$ cat src/rtl/refdiv_pkg.sv
package refdiv_pkg;
  localparam int SEL_W     = 3;
  localparam int CODE_W    = SEL_W + 1;
  localparam int N_SEL     = 1 << SEL_W;
  localparam int MAX_RATIO = 5 << (N_SEL - 2);
  localparam int TC_W      = $clog2(MAX_RATIO);

  typedef struct packed {
    logic             odd_family;
    logic [SEL_W-1:0] sel;
  } ratio_code_t;
endpackage

$ cat src/rtl/refdiv_ratio_lut.sv
module refdiv_ratio_lut
  import refdiv_pkg::*;
#(
  parameter int CNT_W = TC_W
) (
  input  ratio_code_t      code,
  output logic [CNT_W-1:0] term_cnt
);
  logic [CNT_W-1:0] pow_tc [N_SEL];
  logic [CNT_W-1:0] odd_tc [N_SEL];

  for (genvar k = 0; k < N_SEL; k++) begin : g_tc
    assign pow_tc[k] = CNT_W'((2 << k) - 1);
    if (k == 0) begin : g_three
      assign odd_tc[k] = CNT_W'(2);
    end else begin : g_five
      assign odd_tc[k] = CNT_W'((5 << (k - 1)) - 1);
    end
  end

  always_comb begin
    if (code.odd_family) term_cnt = odd_tc[code.sel];
    else                 term_cnt = pow_tc[code.sel];
  end
endmodule

$ cat src/rtl/refdiv_counter.sv
module refdiv_counter #(
  parameter int CNT_W = 9
) (
  input  logic             clk,
  input  logic             rst_n,
  input  logic [CNT_W-1:0] reload,
  output logic             boundary,
  output logic             tick
);
  logic [CNT_W-1:0] cnt_q;

  assign boundary = (cnt_q == '0);

  always_ff @(posedge clk or negedge rst_n) begin
    if (!rst_n) begin
      cnt_q <= '0;
      tick  <= 1'b0;
    end else if (boundary) begin
      cnt_q <= reload;
      tick  <= 1'b1;
    end else begin
      cnt_q <= cnt_q - 1'b1;
      tick  <= 1'b0;
    end
  end
endmodule

$ cat src/rtl/refdiv_halver.sv
module refdiv_halver (
  input  logic clk,
  input  logic rst_n,
  input  logic advance,
  output logic square
);
  always_ff @(posedge clk or negedge rst_n) begin
    if (!rst_n)       square <= 1'b0;
    else if (advance) square <= ~square;
  end
endmodule

$ cat src/rtl/refdiv_top.sv
module refdiv_top
  import refdiv_pkg::*;
#(
  parameter int CNT_W = TC_W
) (
  input  logic              clk_ref,
  input  logic              rst_n,
  input  logic [CODE_W-1:0] ratio_code,
  input  logic              bufref_en_i,
  output logic              cmp_pulse,
  output logic              cmp_half,
  output logic              bufref_en_o
);
  logic [CNT_W-1:0] term_cnt;
  logic             boundary;

  refdiv_ratio_lut #(.CNT_W(CNT_W)) i_lut (
    .code     (ratio_code_t'(ratio_code)),
    .term_cnt (term_cnt)
  );

  refdiv_counter #(.CNT_W(CNT_W)) i_cnt (
    .clk      (clk_ref),
    .rst_n    (rst_n),
    .reload   (term_cnt),
    .boundary (boundary),
    .tick     (cmp_pulse)
  );

  refdiv_halver i_half (
    .clk     (clk_ref),
    .rst_n   (rst_n),
    .advance (boundary),
    .square  (cmp_half)
  );

  assign bufref_en_o = bufref_en_i;
endmodule

$ cat config.mk
export PLATFORM = sky130hd
export DESIGN_NAME = refdiv_top
export DESIGN_NICKNAME = d
export VERILOG_FILES = /design/src/rtl/refdiv_pkg.sv /design/src/rtl/refdiv_ratio_lut.sv /design/src/rtl/refdiv_counter.sv /design/src/rtl/refdiv_halver.sv /design/src/rtl/refdiv_top.sv
export SDC_FILE = /design/constraint.sdc
export NUM_CORES = 1
export LEC_CHECK = 0
export ABC_AREA = 1
export BUFFER_PORTS_ARGS = -buffer_cell sky130_fd_sc_hd__clkbuf_2
export CAP_MARGIN = 15
export CORE_MARGIN = 1
export CORE_UTILIZATION = 35
export DETAILED_ROUTE_END_ITERATION = 7
export GPL_ROUTABILITY_DRIVEN = 0
export GPL_TIMING_DRIVEN = 1
export SYNTH_ARGS = -nofsm -noshare
export SYNTH_HDL_FRONTEND = slang
export SYNTH_SLANG_ARGS = --single-unit
$ cat constraint.sdc
create_clock -name clk_ref -period 1.49 [get_ports clk_ref]
set_input_delay 0.149 -clock clk_ref [delete_from_list [all_inputs] [get_ports clk_ref]]
set_output_delay 0.149 -clock clk_ref [all_outputs]
set_load 0.01 [all_outputs]
[Word level (Yosys, flattened, before mapping)]
Memory sizes are Yosys's and may differ from the RTL's.
Index checks and enable logic that the tools add are counted.
Operators by class
  add/subtract/negate cells: 1
  $lt $le $gt $ge: 1
  mux-type cells: 7
  bitwise operators: 2
  reduce and logical (&&, ||, !) cells: 1
Operators with widths (number)
  two-way mux 9 bit: 6
  zero test 9 bit: 1
  subtractor 9 x 1 -> 9 bit (second input constant): 1
  >= comparator 4 bit (second input constant): 1
  NOT 3 -> 4 bit: 1
  two-way mux 1 bit: 1
  NOT 1 bit: 1
Word-level totals
  register bits after elaboration: 11
  bits in read-only memories: 144
  input port bits: 7
  output and inout port bits: 3
  word-level logic and storage cells: 17
  memories kept: 2
Memories
  (no name shown): depth 8, bits a word 9, rd ports 1, clocked after memory_dff 0, write ports 0, RTL line refdiv_ratio_lut.sv:22  | if (code.odd_family) term_cnt = odd_tc[code.sel];
  (no name shown): depth 8, bits a word 9, rd ports 1, clocked after memory_dff 0, write ports 0, RTL line refdiv_ratio_lut.sv:23  | else term_cnt = pow_tc[code.sel];

[Depth between registers and ports, before layout]
  depth after elaboration: 6
  depth in mapped cells: 9

[Modules after synthesis]
Synthesis repeated with hierarchy kept, for this count alone.
Second synthesis, totals
  cell total of the unflattened synthesis: 123
  area total of the unflattened synthesis: 835.8 µm²
Modules (own cells, without submodules)
  refdiv_counter: instances 1, cells an instance 82, area each 603.1 µm²
  refdiv_ratio_lut: instances 1, cells an instance 34, area each 181.4 µm²
  refdiv_halver: instances 1, cells an instance 6, area each 43.8 µm²
  refdiv_top: instances 1, cells an instance 1, area each 7.5 µm²

[Worst setup path before layout]
Ideal clock, no wire load.
  kind: register to register
  from: register i_cnt.cnt_q[0]
  to: register i_cnt.cnt_q[6]
  arrival time: 1115 ps
  slack: 258 ps
  cell stages (with the launch flop): 8
  period minus slack after synthesis: 1232 ps
  path through: dfrtp_1 > inv_2 > ha_1 > nand2_2 > nor2_4 > nand3b_4 > o21ai_1 > inv_1
On the way
  cells in the longest elaborated chain, start to end: 2
  elaborated cells between the ends (all ways): 3
RTL lines
  start, declared: RTL line refdiv_counter.sv:10  | logic [CNT_W-1:0] cnt_q;
  start signal, assigned: RTL line refdiv_counter.sv:19  | cnt_q <= reload;
  start signal, assigned: RTL line refdiv_counter.sv:22  | cnt_q <= cnt_q - 1'b1;
  subtractor 9 x 1 -> 9 bit or zero test 9 bit (tied branches): RTL line refdiv_counter.sv:22, refdiv_counter.sv:12
  two-way mux 9 bit *: RTL line refdiv_counter.sv:18  | end else if (boundary) begin
Mark *: on every way between the ends. The rest lies on a longest branch, timed or not.
A chain may end at the register's enable or synchronous reset.

[Worst setup path in the final report]
Ends and elaborated chain as after synthesis.

==> flow_metrics.tcl <==
set metrics [dict create \
    via_per_inst 4.55 \
    ant_nets 0 \
    worst_ep_arrival_time_ps 1500 \
    cts_resized 0 \
    switchingPower_mw 0.440 \
    grt_pass1_wl_um 2480 \
    port_buffers 7 \
    drc 0 \
    dieArea_um2 2400 \
    routed_wl_um 1450 \
    pwr-share-seq 0.467 \
    htreeDepth 1 \
    grt_util_all_layers 0.139 \
    tns_ps 0 \
    outcome "finished clean" \
    synth_warnings 0 \
    power.total_mw 1.08 \
    p_comb_frac 0.346 \
    worstPathMaxFanout 9 \
    setup_viol 0 \
    num_antenna_cells 0 \
    drt_pass1_iterations 3 \
    wl_per_cell_um 10.3 \
    synth_compound_area_frac 0.0937 \
    clockRootBuffer "clkbuf_4" \
    antenna_found_initial 0 \
    grt_max_degree 12 \
    globalRouteMet1Util 0.166 \
    die_height_um 49.0 \
    regToRegSetupSlack_ps 160 \
    share_clk_of_total_power 0.187 \
    grt.overflow.total 0 \
    fin_crit_sh 0.892 \
    post-place-ws_ps 168 \
    p_leak_nw 0.517 \
    cts_buffers 3 \
    synthToLayoutAreaGrowth_pct 12.1 \
    drive_gt1_frac 0.211 \
    nNetsFinal 127 \
    ios 10 \
    cts_tree "built" \
    rows 16 \
    critical_path_required_ps 1660 \
    endpoint_kind "flip-flop" \
    period_needed_ps 1330 \
    maxCapViolations 0 \
    synth_mux_area_frac 0 \
    synthSimpleGateAreaFrac 0.357 \
    drtIter0Drc 8 \
    synth_nets 116 \
    vias 641 \
    grt_pass1_vias 602 \
    hp-class "in -> reg" \
    cts.sinks 11 \
    crit_family "simple AND/OR/NAND/NOR gates" \
    critPathBufInv 2 \
    clk_latency_ps 270 \
    yosysSeqAreaShare 0.355 \
    powerDensity_nw_per_um2 1250 \
    max_stage_delay_ps 370 \
    syn_area_per_cell_um2 7.45 \
    maxClockFrequency_ghz 0.752 \
    die_x_um 49.0 \
    start_util 0.383 \
    synthAdderAreaFrac 0.0808 \
    clock_path_buffers 2 \
    ctsHoldBuffers 1 \
    worstSetupPathType "reg -> reg" \
    cellInternalPower_mw 0.644 \
    cts_setup_buffers 0 \
    clk_pin_slew_ps 70 \
    fin_worst_skew_ps 3.84 \
    hpwl_um 1130 \
    worst_slack_ps 160 \
    cp-start-kind "flip-flop" \
    hold_ws_ps 212 \
    met3_usage 0.00935 \
    slew_headroom 0.818 \
    syn_area_um2 774 \
    top_usage_layer "met2" \
    synth_xor_area_frac 0.0113 \
    path_cells "inv_2 > ha_1 > nand2_2 > nor2_4 > nand3b_4 > o21ai_1 > inv_1" \
    ir_worst_vdd_uv 401 \
    core_area_um2 2020 \
    synth_cell_types 21 \
    hold_viol_final 0 \
    drv_slew 0 \
    netSwitchingFraction 0.406 \
    worstMarginPinSlew_ps 273 \
    use_met2 0.225 \
    worst_path_max_delay_cell "dfrtp_1" \
    ys_ff_latch 11 \
    syn_inst 104 \
    post-route-util 0.429 \
    rsz0062_at_grt "false" \
    synth_top_family_by_area "simple AND/OR/NAND/NOR gates" \
]
registers in the layout, summed over array words and instances, names as in the netlist:
name / cells
i_half.square: 1
i_cnt.tick: 1
i_cnt.cnt_q: 9
layout by cell type, fill, tap and decap left out:
cell and instances:
o21ai_0 8, nor2_8 1, inv_2 5, clkbuf_2 7, nand3b_4 1, xor2_1 1
inv_4 1, nand2_1 26, dfrtp_1 11, nand2_2 2, nor2_1 11, dlygate4sd3_1 1
nor2_4 2, o21ai_1 5, nand4_1 1, ha_1 5, inv_1 11, clkbuf_4 3
nand3_1 8, a21boi_1 1, clkinv_2 1, nand2_4 1, nor3_1 1
synthesized netlist by cell type:
| library cell | instances | area, µm² |
|---|---|---|
| inv_1 | 11 | 41.3 |
| ha_1 | 5 | 62.6 |
| buf_4 | 1 | 7.51 |
| nand2_1 | 26 | 97.6 |
| nand4_1 | 1 | 6.26 |
| nor3_1 | 1 | 5.00 |
| xor2_1 | 1 | 8.76 |
| nand3b_4 | 1 | 20.0 |
| o21ai_0 | 8 | 40.0 |
| a21boi_1 | 1 | 7.51 |
| inv_2 | 5 | 18.8 |
| buf_2 | 1 | 5.00 |
| nor2_1 | 11 | 41.3 |
| inv_4 | 1 | 6.26 |
| nor2_8 | 1 | 20.0 |
| o21ai_1 | 5 | 25.0 |
| nand3_1 | 8 | 40.0 |
| nand2_2 | 2 | 12.5 |
| nand2_4 | 1 | 11.3 |
| dfrtp_1 | 11 | 275 |
| nor2_4 | 2 | 22.5 |
final timing paths:
path	from	endpoint	cells after the start
worst max-delay path	i_cnt.cnt_q[0]$_DFF_PN0_	i_cnt.cnt_q[6]$_DFF_PN0_	7
worst min-delay path	ratio_code[1]	i_cnt.cnt_q[0]$_DFF_PN0_	3
worst max register to register	i_cnt.cnt_q[0]$_DFF_PN0_	i_cnt.cnt_q[6]$_DFF_PN0_	7
worst min register to register	i_cnt.cnt_q[0]$_DFF_PN0_	i_cnt.cnt_q[0]$_DFF_PN0_	3
max in group asynchronous	rst_n	i_cnt.cnt_q[8]$_DFF_PN0_	2
min in group asynchronous	rst_n	i_cnt.tick$_DFF_PN0_	2
cell families after synthesis:
group,Yosys count
AO/OA/AOI/OAI,14
XOR/XNOR,1
adder cells (fa/ha/maj),5
buffers and inverters,19
flip-flops,11
AND/OR/NAND/NOR,54
routing by layer:
layer	wire, µm	vias up
met5	0	-
met4	43	0
met3	26	4
met2	655	8
met1	724	282
li1	-	347
power by group through the flow:
stage	combinational (mW)	clock (mW)	sequential (mW)
final	0.375	0.203	0.506
after CTS	0.380	0.213	0.505
after global placement	0.369	0	0.510
after detailed placement	0.374	0	0.511
after global routing	0.443	0.219	0.518
after floorplan	0.306	0	0.491
worst min-delay path, delay by kind of cell:
family | cells | cell delay (ps)
buffers and inverters | 1 | 120
AO/OA/AOI/OAI | 1 | 110
AND/OR/NAND/NOR | 1 | 60
stage by stage:
| stage | area (µm²) | std cells |
|---|---|---|
| final | 868 | 141 |
| after global routing | 868 | 141 |
| after CTS | 868 | 141 |
| after detailed placement | 831 | 136 |
| after global placement | 831 | 136 |
| after floorplan | 774 | 104 |
cell type report:
cell class | instances | area, µm²
fillers | 215 | 1150
multi-input cells | 74 | 420
flip-flops and latches | 11 | 275
inverters | 17 | 66.3
repair buffers | 8 | 45.0
well taps | 27 | 33.8
clock buffers | 3 | 22.5
clock inverters | 1 | 5.00
Note: power is estimated with default switching activity, not from simulation.
